===== src/rtl/gpio_restore_seq.sv =====
module gpio_restore_seq #(
  parameter int PINS = 16
) (
  input  logic              clk,
  input  logic              rst,
  input  logic              start,
  input  logic              capture,
  input  logic              narrow,
  input  logic [2*PINS-1:0] sv_con,
  input  logic [2*PINS-1:0] sv_dat,
  input  logic [2*PINS-1:0] sv_up,
  output logic              busy,
  output logic              done,
  output logic              rd_req,
  output logic [1:0]        rd_addr,
  input  logic [2*PINS-1:0] rd_data,
  output logic              wr_en,
  output logic [1:0]        wr_addr,
  output logic [2*PINS-1:0] wr_data,
  output logic [2*PINS-1:0] cap_con,
  output logic [2*PINS-1:0] cap_dat,
  output logic [2*PINS-1:0] cap_up
);
  localparam int W = 2 * PINS;
  localparam logic [1:0] A_CON = 2'd0;
  localparam logic [1:0] A_DAT = 2'd1;
  localparam logic [1:0] A_UP  = 2'd2;

  typedef enum logic [3:0] {
    S_IDLE, S_RCON, S_RDAT, S_RUP, S_RLAST, S_W1, S_W2, S_W3, S_W4, S_FIN
  } state_t;

  state_t         state;
  logic           cap_q, nar_q;
  logic [W-1:0]   scon, sdat, sup, live_con, early, first_con;
  logic           rd_pend;
  logic [1:0]     rd_addr_q;

  for (genvar i = 0; i < PINS; i++) begin : g_pin
    logic [1:0] om, nm;
    assign om = live_con[2*i +: 2];
    assign nm = scon[2*i +: 2];
    assign early[2*i +: 2] = {2{(om != nm) && !(om[1] && nm[1]) && (nm != 2'd1)}};
  end

  assign first_con = nar_q ? (live_con | scon)
                           : ((live_con & ~early) | (scon & early));

  always_ff @(posedge clk) begin
    if (rst) begin
      state <= S_IDLE;
      cap_q <= 1'b0;
      nar_q <= 1'b0;
      scon  <= '0;
      sdat  <= '0;
      sup   <= '0;
    end else begin
      case (state)
        S_IDLE: if (start) begin
          state <= S_RCON;
          cap_q <= capture;
          nar_q <= narrow;
          scon  <= sv_con;
          sdat  <= sv_dat;
          sup   <= sv_up;
        end
        S_RCON:  state <= S_RDAT;
        S_RDAT:  state <= (cap_q && !nar_q) ? S_RUP : S_RLAST;
        S_RUP:   state <= S_RLAST;
        S_RLAST: state <= cap_q ? S_FIN : S_W1;
        S_W1:    state <= S_W2;
        S_W2:    state <= S_W3;
        S_W3:    state <= nar_q ? S_FIN : S_W4;
        S_W4:    state <= S_FIN;
        default: state <= S_IDLE;
      endcase
    end
  end

  always_ff @(posedge clk) begin
    if (rst) begin
      rd_pend   <= 1'b0;
      rd_addr_q <= A_CON;
      live_con  <= '0;
      cap_con   <= '0;
      cap_dat   <= '0;
      cap_up    <= '0;
    end else begin
      rd_pend   <= rd_req;
      rd_addr_q <= rd_addr;
      if (rd_pend) begin
        if (rd_addr_q == A_CON) live_con <= rd_data;
        if (cap_q) begin
          if (rd_addr_q == A_CON) cap_con <= rd_data;
          if (rd_addr_q == A_DAT) cap_dat <= rd_data;
          if (rd_addr_q == A_UP)  cap_up  <= rd_data;
        end
      end
    end
  end

  assign busy    = (state != S_IDLE);
  assign done    = (state == S_FIN);
  assign rd_req  = (state == S_RCON) || (state == S_RDAT) || (state == S_RUP);
  assign rd_addr = (state == S_RDAT) ? A_DAT : (state == S_RUP) ? A_UP : A_CON;
  assign wr_en   = (state == S_W1) || (state == S_W2) || (state == S_W3) || (state == S_W4);

  always_comb begin
    wr_addr = A_CON;
    wr_data = '0;
    case (state)
      S_W1: begin wr_addr = A_CON; wr_data = first_con; end
      S_W2: begin wr_addr = A_DAT; wr_data = sdat;      end
      S_W3: begin wr_addr = A_CON; wr_data = scon;      end
      S_W4: begin wr_addr = A_UP;  wr_data = sup;       end
      default: ;
    endcase
  end

  assert_single_access_R9: assert property (@(posedge clk) disable iff (rst)
    !(rd_req && wr_en));
  assert_done_pulse_R7: assert property (@(posedge clk) disable iff (rst)
    done |=> !done);
  assert_done_in_busy_R7: assert property (@(posedge clk) disable iff (rst)
    done |-> busy);
  assert_read_first_R3: assert property (@(posedge clk) disable iff (rst)
    $rose(busy) |-> (rd_req && rd_addr == A_CON));
  assert_up_last_R2: assert property (@(posedge clk) disable iff (rst)
    (wr_en && wr_addr == A_UP) |=> done);
  assert_narrow_no_up_R4: assert property (@(posedge clk) disable iff (rst)
    ((wr_en || rd_req) && nar_q && busy) |-> (wr_addr != A_UP && rd_addr != A_UP));
  assert_start_ignored_R8: assert property (@(posedge clk) disable iff (rst)
    (busy && !done) |=> ($stable(scon) && $stable(cap_q)));
  assert_reset_idle_R10: assert property (@(posedge clk)
    $past(rst) |-> (!busy && !wr_en && !rd_req));
endmodule


===== config.mk =====
export PLATFORM = sky130hd
export DESIGN_NAME = gpio_restore_seq
export DESIGN_NICKNAME = d
export VERILOG_FILES = /design/src/rtl/gpio_restore_seq.sv
export SDC_FILE = /design/constraint.sdc
export NUM_CORES = 1
export LEC_CHECK = 0
export ABC_CLOCK_PERIOD_IN_PS = 1900
export BUFFER_PORTS_ARGS = -buffer_cell sky130_fd_sc_hd__clkbuf_2
export CORE_MARGIN = 5
export CORE_UTILIZATION = 45
export CTS_CLUSTER_SIZE = 8
export DETAILED_ROUTE_END_ITERATION = 6
export MAX_ROUTING_LAYER = met4
export PLACE_DENSITY = 0.74
export SLEW_MARGIN = 20
export SYNTH_ARGS = -nofsm -noshare
export SYNTH_HDL_FRONTEND = slang
export SYNTH_SLANG_ARGS = --single-unit

===== constraint.sdc =====
create_clock -name clk -period 1.9 [get_ports clk]
set_input_delay 0.19 -clock clk [delete_from_list [all_inputs] [get_ports clk]]
set_output_delay 0.19 -clock clk [all_outputs]
set_load 0.005 [all_outputs]

==> flow_summary.toml <==
[setup_path]
cp-end-kind = "primary output"
start_kind = "flip-flop"
critPathArrivalTime_ns = 2.14
critPathMaxFanout = 8
critPathRequiredTime_ns = 1.71
crit_type = "flip-flop to primary output"

[pwr]
p_total_uw = 16600
p_int_uw = 11100
ir_drop_mv = 0.726
p_sw_frac = 0.329
p_clk_frac = 0.335
p_per_area_nw_per_um2 = 973
p_switching_uw = 5460
seq_power_share = 0.341
p_leak_uw = 0.00674
comb_power_share = 0.323

[timing]
finalSetupViolations = 45
drv_slew = 0
finalCritPeriodShare = 1.23
slew-limit-headroom = 0.694
skew_ns = 0.0156
worst_pin_slew_ns = 0.459
fmax_mhz = 429
fin_crit_ns = 2.33
fin_ws_ns = -0.431
rsz0062_at_grt = "yes"
finalHoldViolations = 0

[die]
coreArea_um2 = 24500
die_w_um = 168
die_h_um = 168
std_cell_rows = 57
die_area_um2 = 28200
ios = 269
start_util = 0.459

[yosys]
syn-mean-instance-area_um2 = 7.86
synth_area_um2 = 11200
ys_types = 41
syn_inst = 1428
synth_seq_cells = 233
synth-seq-area-share = 0.416
synth_warnings = 0
synth_nets = 1609

[placed_design]
place_hpwl_mm = 25.7
preCtsSetupSlack_ns = 0.0907
gp_congestion = 0.906
port_buffers = 268
dp.cells = 1969

[clock_tree]
clkTransAtPathRegs_ns = 0.06
numCtsBuffers = 35
clock_path_buffers = 3
clock_latency_ns = 0.51
clkSinkCount = 233
cts_tree = "yes"
cts_max_level = 2
root_buffer = "clkbuf_16"

[global_routing]
grt_pass1_wl_mm = 66.1
grt-ovfl-total = 0
grtUsageMet1 = 0.336
gr-usage-met3 = 0.0610
grt_util_all_layers = 0.295
antenna_found_initial = 1
grt_util_met2 = 0.497
grt_pass1_vias = 12603
busiest_layer = "met2"
grt_max_degree = 99

[drt]
wirelength_mm = 47.6
wl_per_cell_um = 21.8
firstDrtPassIters = 6
drc = 0
antenna_left = 0
route.vias.total = 13039
via_per_inst = 5.97
drt-initial-drc-count = 1471

[layout]
fill_cells = 1822
area_delta_synth_final_pct = 51.9
fin_cells = 2185
nNetsFinal = 2038
layout-drive-gt1-share = 0.341

[status]
status = "complete, but fails checks"
violations = "setup timing"

[flow_run]
maxCapViolations = 0

[min_path]
holdCritPathClass = "input pin to flip-flop"
power by group through the flow:
stage / Sequential, µW / Combinational, µW / Clock [µW]
after floorplan: 5600 / 2130 / 0
after global placement: 5660 / 3260 / 0
after detailed placement: 5670 / 3350 / 0
after CTS: 5600 / 4220 / 5560
final: 5660 / 5360 / 5560
after global routing: 5680 / 5630 / 5810
worst max-delay path, cell delays in order, from the launching register on:
cell,delay [ns]
dfxtp_4,0.41
buf_12,0.13
nor4bb_4,0.25
buf_6,0.18
buf_12,0.15
nand2_1,0.06
o211ai_1,0.26
buf_4,0.19
registers in the layout, summed over array words and instances, names as in the netlist:
name / cells
cap_up: 32
scon: 32
sdat: 32
rd_pend: 1
rd_addr_q: 2
cap_con: 32
live_con: 32
cap_q: 1
state: 4
nar_q: 1
sup: 32
cap_dat: 32
repair_timing:
action | in CTS | in global routing
endpoints found under the setup margin | 36 | 96
pin swaps | 48 | 44
cloned | 8 | 10
setup buffers | 18 | 13
gates resized for setup | 128 | 133
hold buffers | 128 | 0
endpoints found under the hold margin | 202 | 0
worst paths after layout:
path	slack (ns)	to	cells after the start	start
worst min register to register	0.45	cap_con[23]$_SDFFE_PP0P_	2	cap_con[23]$_SDFFE_PP0P_
worst min-delay path	0.03	live_con[15]$_SDFFE_PP0P_	3	rd_data[15]
worst max register to register	-0.14	scon[12]$_SDFFE_PP0P_	8	state[0]$_SDFFE_PP0P_
worst max-delay path	-0.43	wr_data[17]	7	state[0]$_SDFFE_PP0P_
stage by stage:
step                area, µm²  utilization  hold WS [ns]  setup TNS (ns)
finish                  17000        0.697        0.0316          -11.35
global route            17000        0.697       0.00182          -14.72
CTS                     16300        0.667       0.00545           -9.19
detailed placement      13300        0.542         0.433               0
global placement        13300        0.542         0.431               0
floorplan               11200            -         0.326               0
cell type report:
class	instances	area, µm²	area share
sequential	233	4750	0.279
timing repair buffer	519	4140	0.243
tap	324	405	0.0238
antenna	1	2.50	0.000147
clock inverter	3	33.8	0.00198
multi-input combinational	999	6530	0.383
inverter	69	279	0.0164
clock buffer	37	905	0.0531
layout by cell type (no fill, tap or decap), drive strengths merged, types with 19 or more instances in the layout:
cell type	Yosys	routed
ha	48	48
a21oi	228	228
dlygate4sd3	0	128
a22oi	31	31
nor2b	19	19
nand2	291	291
inv	69	68
o21ai	101	101
clkbuf	106	290
buf	21	138
dfxtp	233	233
nand3	99	99
mux2	32	32
o211ai	36	36
routing by layer:
| metal | part of all wire | vias to the layer above |
|---|---|---|
| met4 | 0.067 | 0 |
| met5 | 0 | - |
| li1 | - | 5813 |
| met3 | 0.088 | 312 |
| met1 | 0.37 | 6126 |
| met2 | 0.48 | 788 |
cell families after synthesis:
group / after synthesis / share of synthesized area
DFF: 233 / 0.416
AOI/OAI and AO/OA: 466 / 0.246
muxes: 48 / 0.0464
adders and majority gates: 48 / 0.0535
buffers and inverters: 196 / 0.0676
and+or+nand+nor: 437 / 0.171
synth_stat cells:
master / instances / area share
ha_1: 48 / 0.054
buf_1: 3 / 0.0010
and4b_1: 2 / 0.0018
clkbuf_1: 106 / 0.035
nor4bb_1: 2 / 0.0018
nor3b_1: 2 / 0.0013
nor2b_1: 19 / 0.011
inv_1: 68 / 0.023
buf_2: 18 / 0.0080
o2111ai_1: 16 / 0.012
o21ai_1: 10 / 0.0045
and2_1: 1 / 0.00056
a22oi_1: 31 / 0.021
nor4_4: 1 / 0.0019
nand4b_1: 2 / 0.0016
o21ba_2: 16 / 0.014
nor2_1: 5 / 0.0017
nor4b_1: 1 / 0.00078
inv_2: 1 / 0.00033
nand3_1: 99 / 0.044
mux2_2: 32 / 0.032
a21oi_1: 228 / 0.10
a21boi_0: 1 / 0.00067
o221ai_1: 16 / 0.012
nand2b_1: 1 / 0.00056
nand3b_1: 1 / 0.00067
mux2i_1: 16 / 0.014
o211ai_1: 36 / 0.024
o21bai_1: 16 / 0.011
dfxtp_1: 233 / 0.42
nor4_1: 2 / 0.0011
or3b_2: 1 / 0.00078
nand4bb_1: 1 / 0.0010
o31a_1: 1 / 0.00078
a211o_1: 1 / 0.00078
and3b_1: 2 / 0.0016
a31oi_1: 2 / 0.0011
a32oi_1: 1 / 0.00078
o21ai_0: 91 / 0.041
nand2_1: 291 / 0.097
nor3_1: 4 / 0.0018
Note: power is estimated with default switching activity, not from simulation.
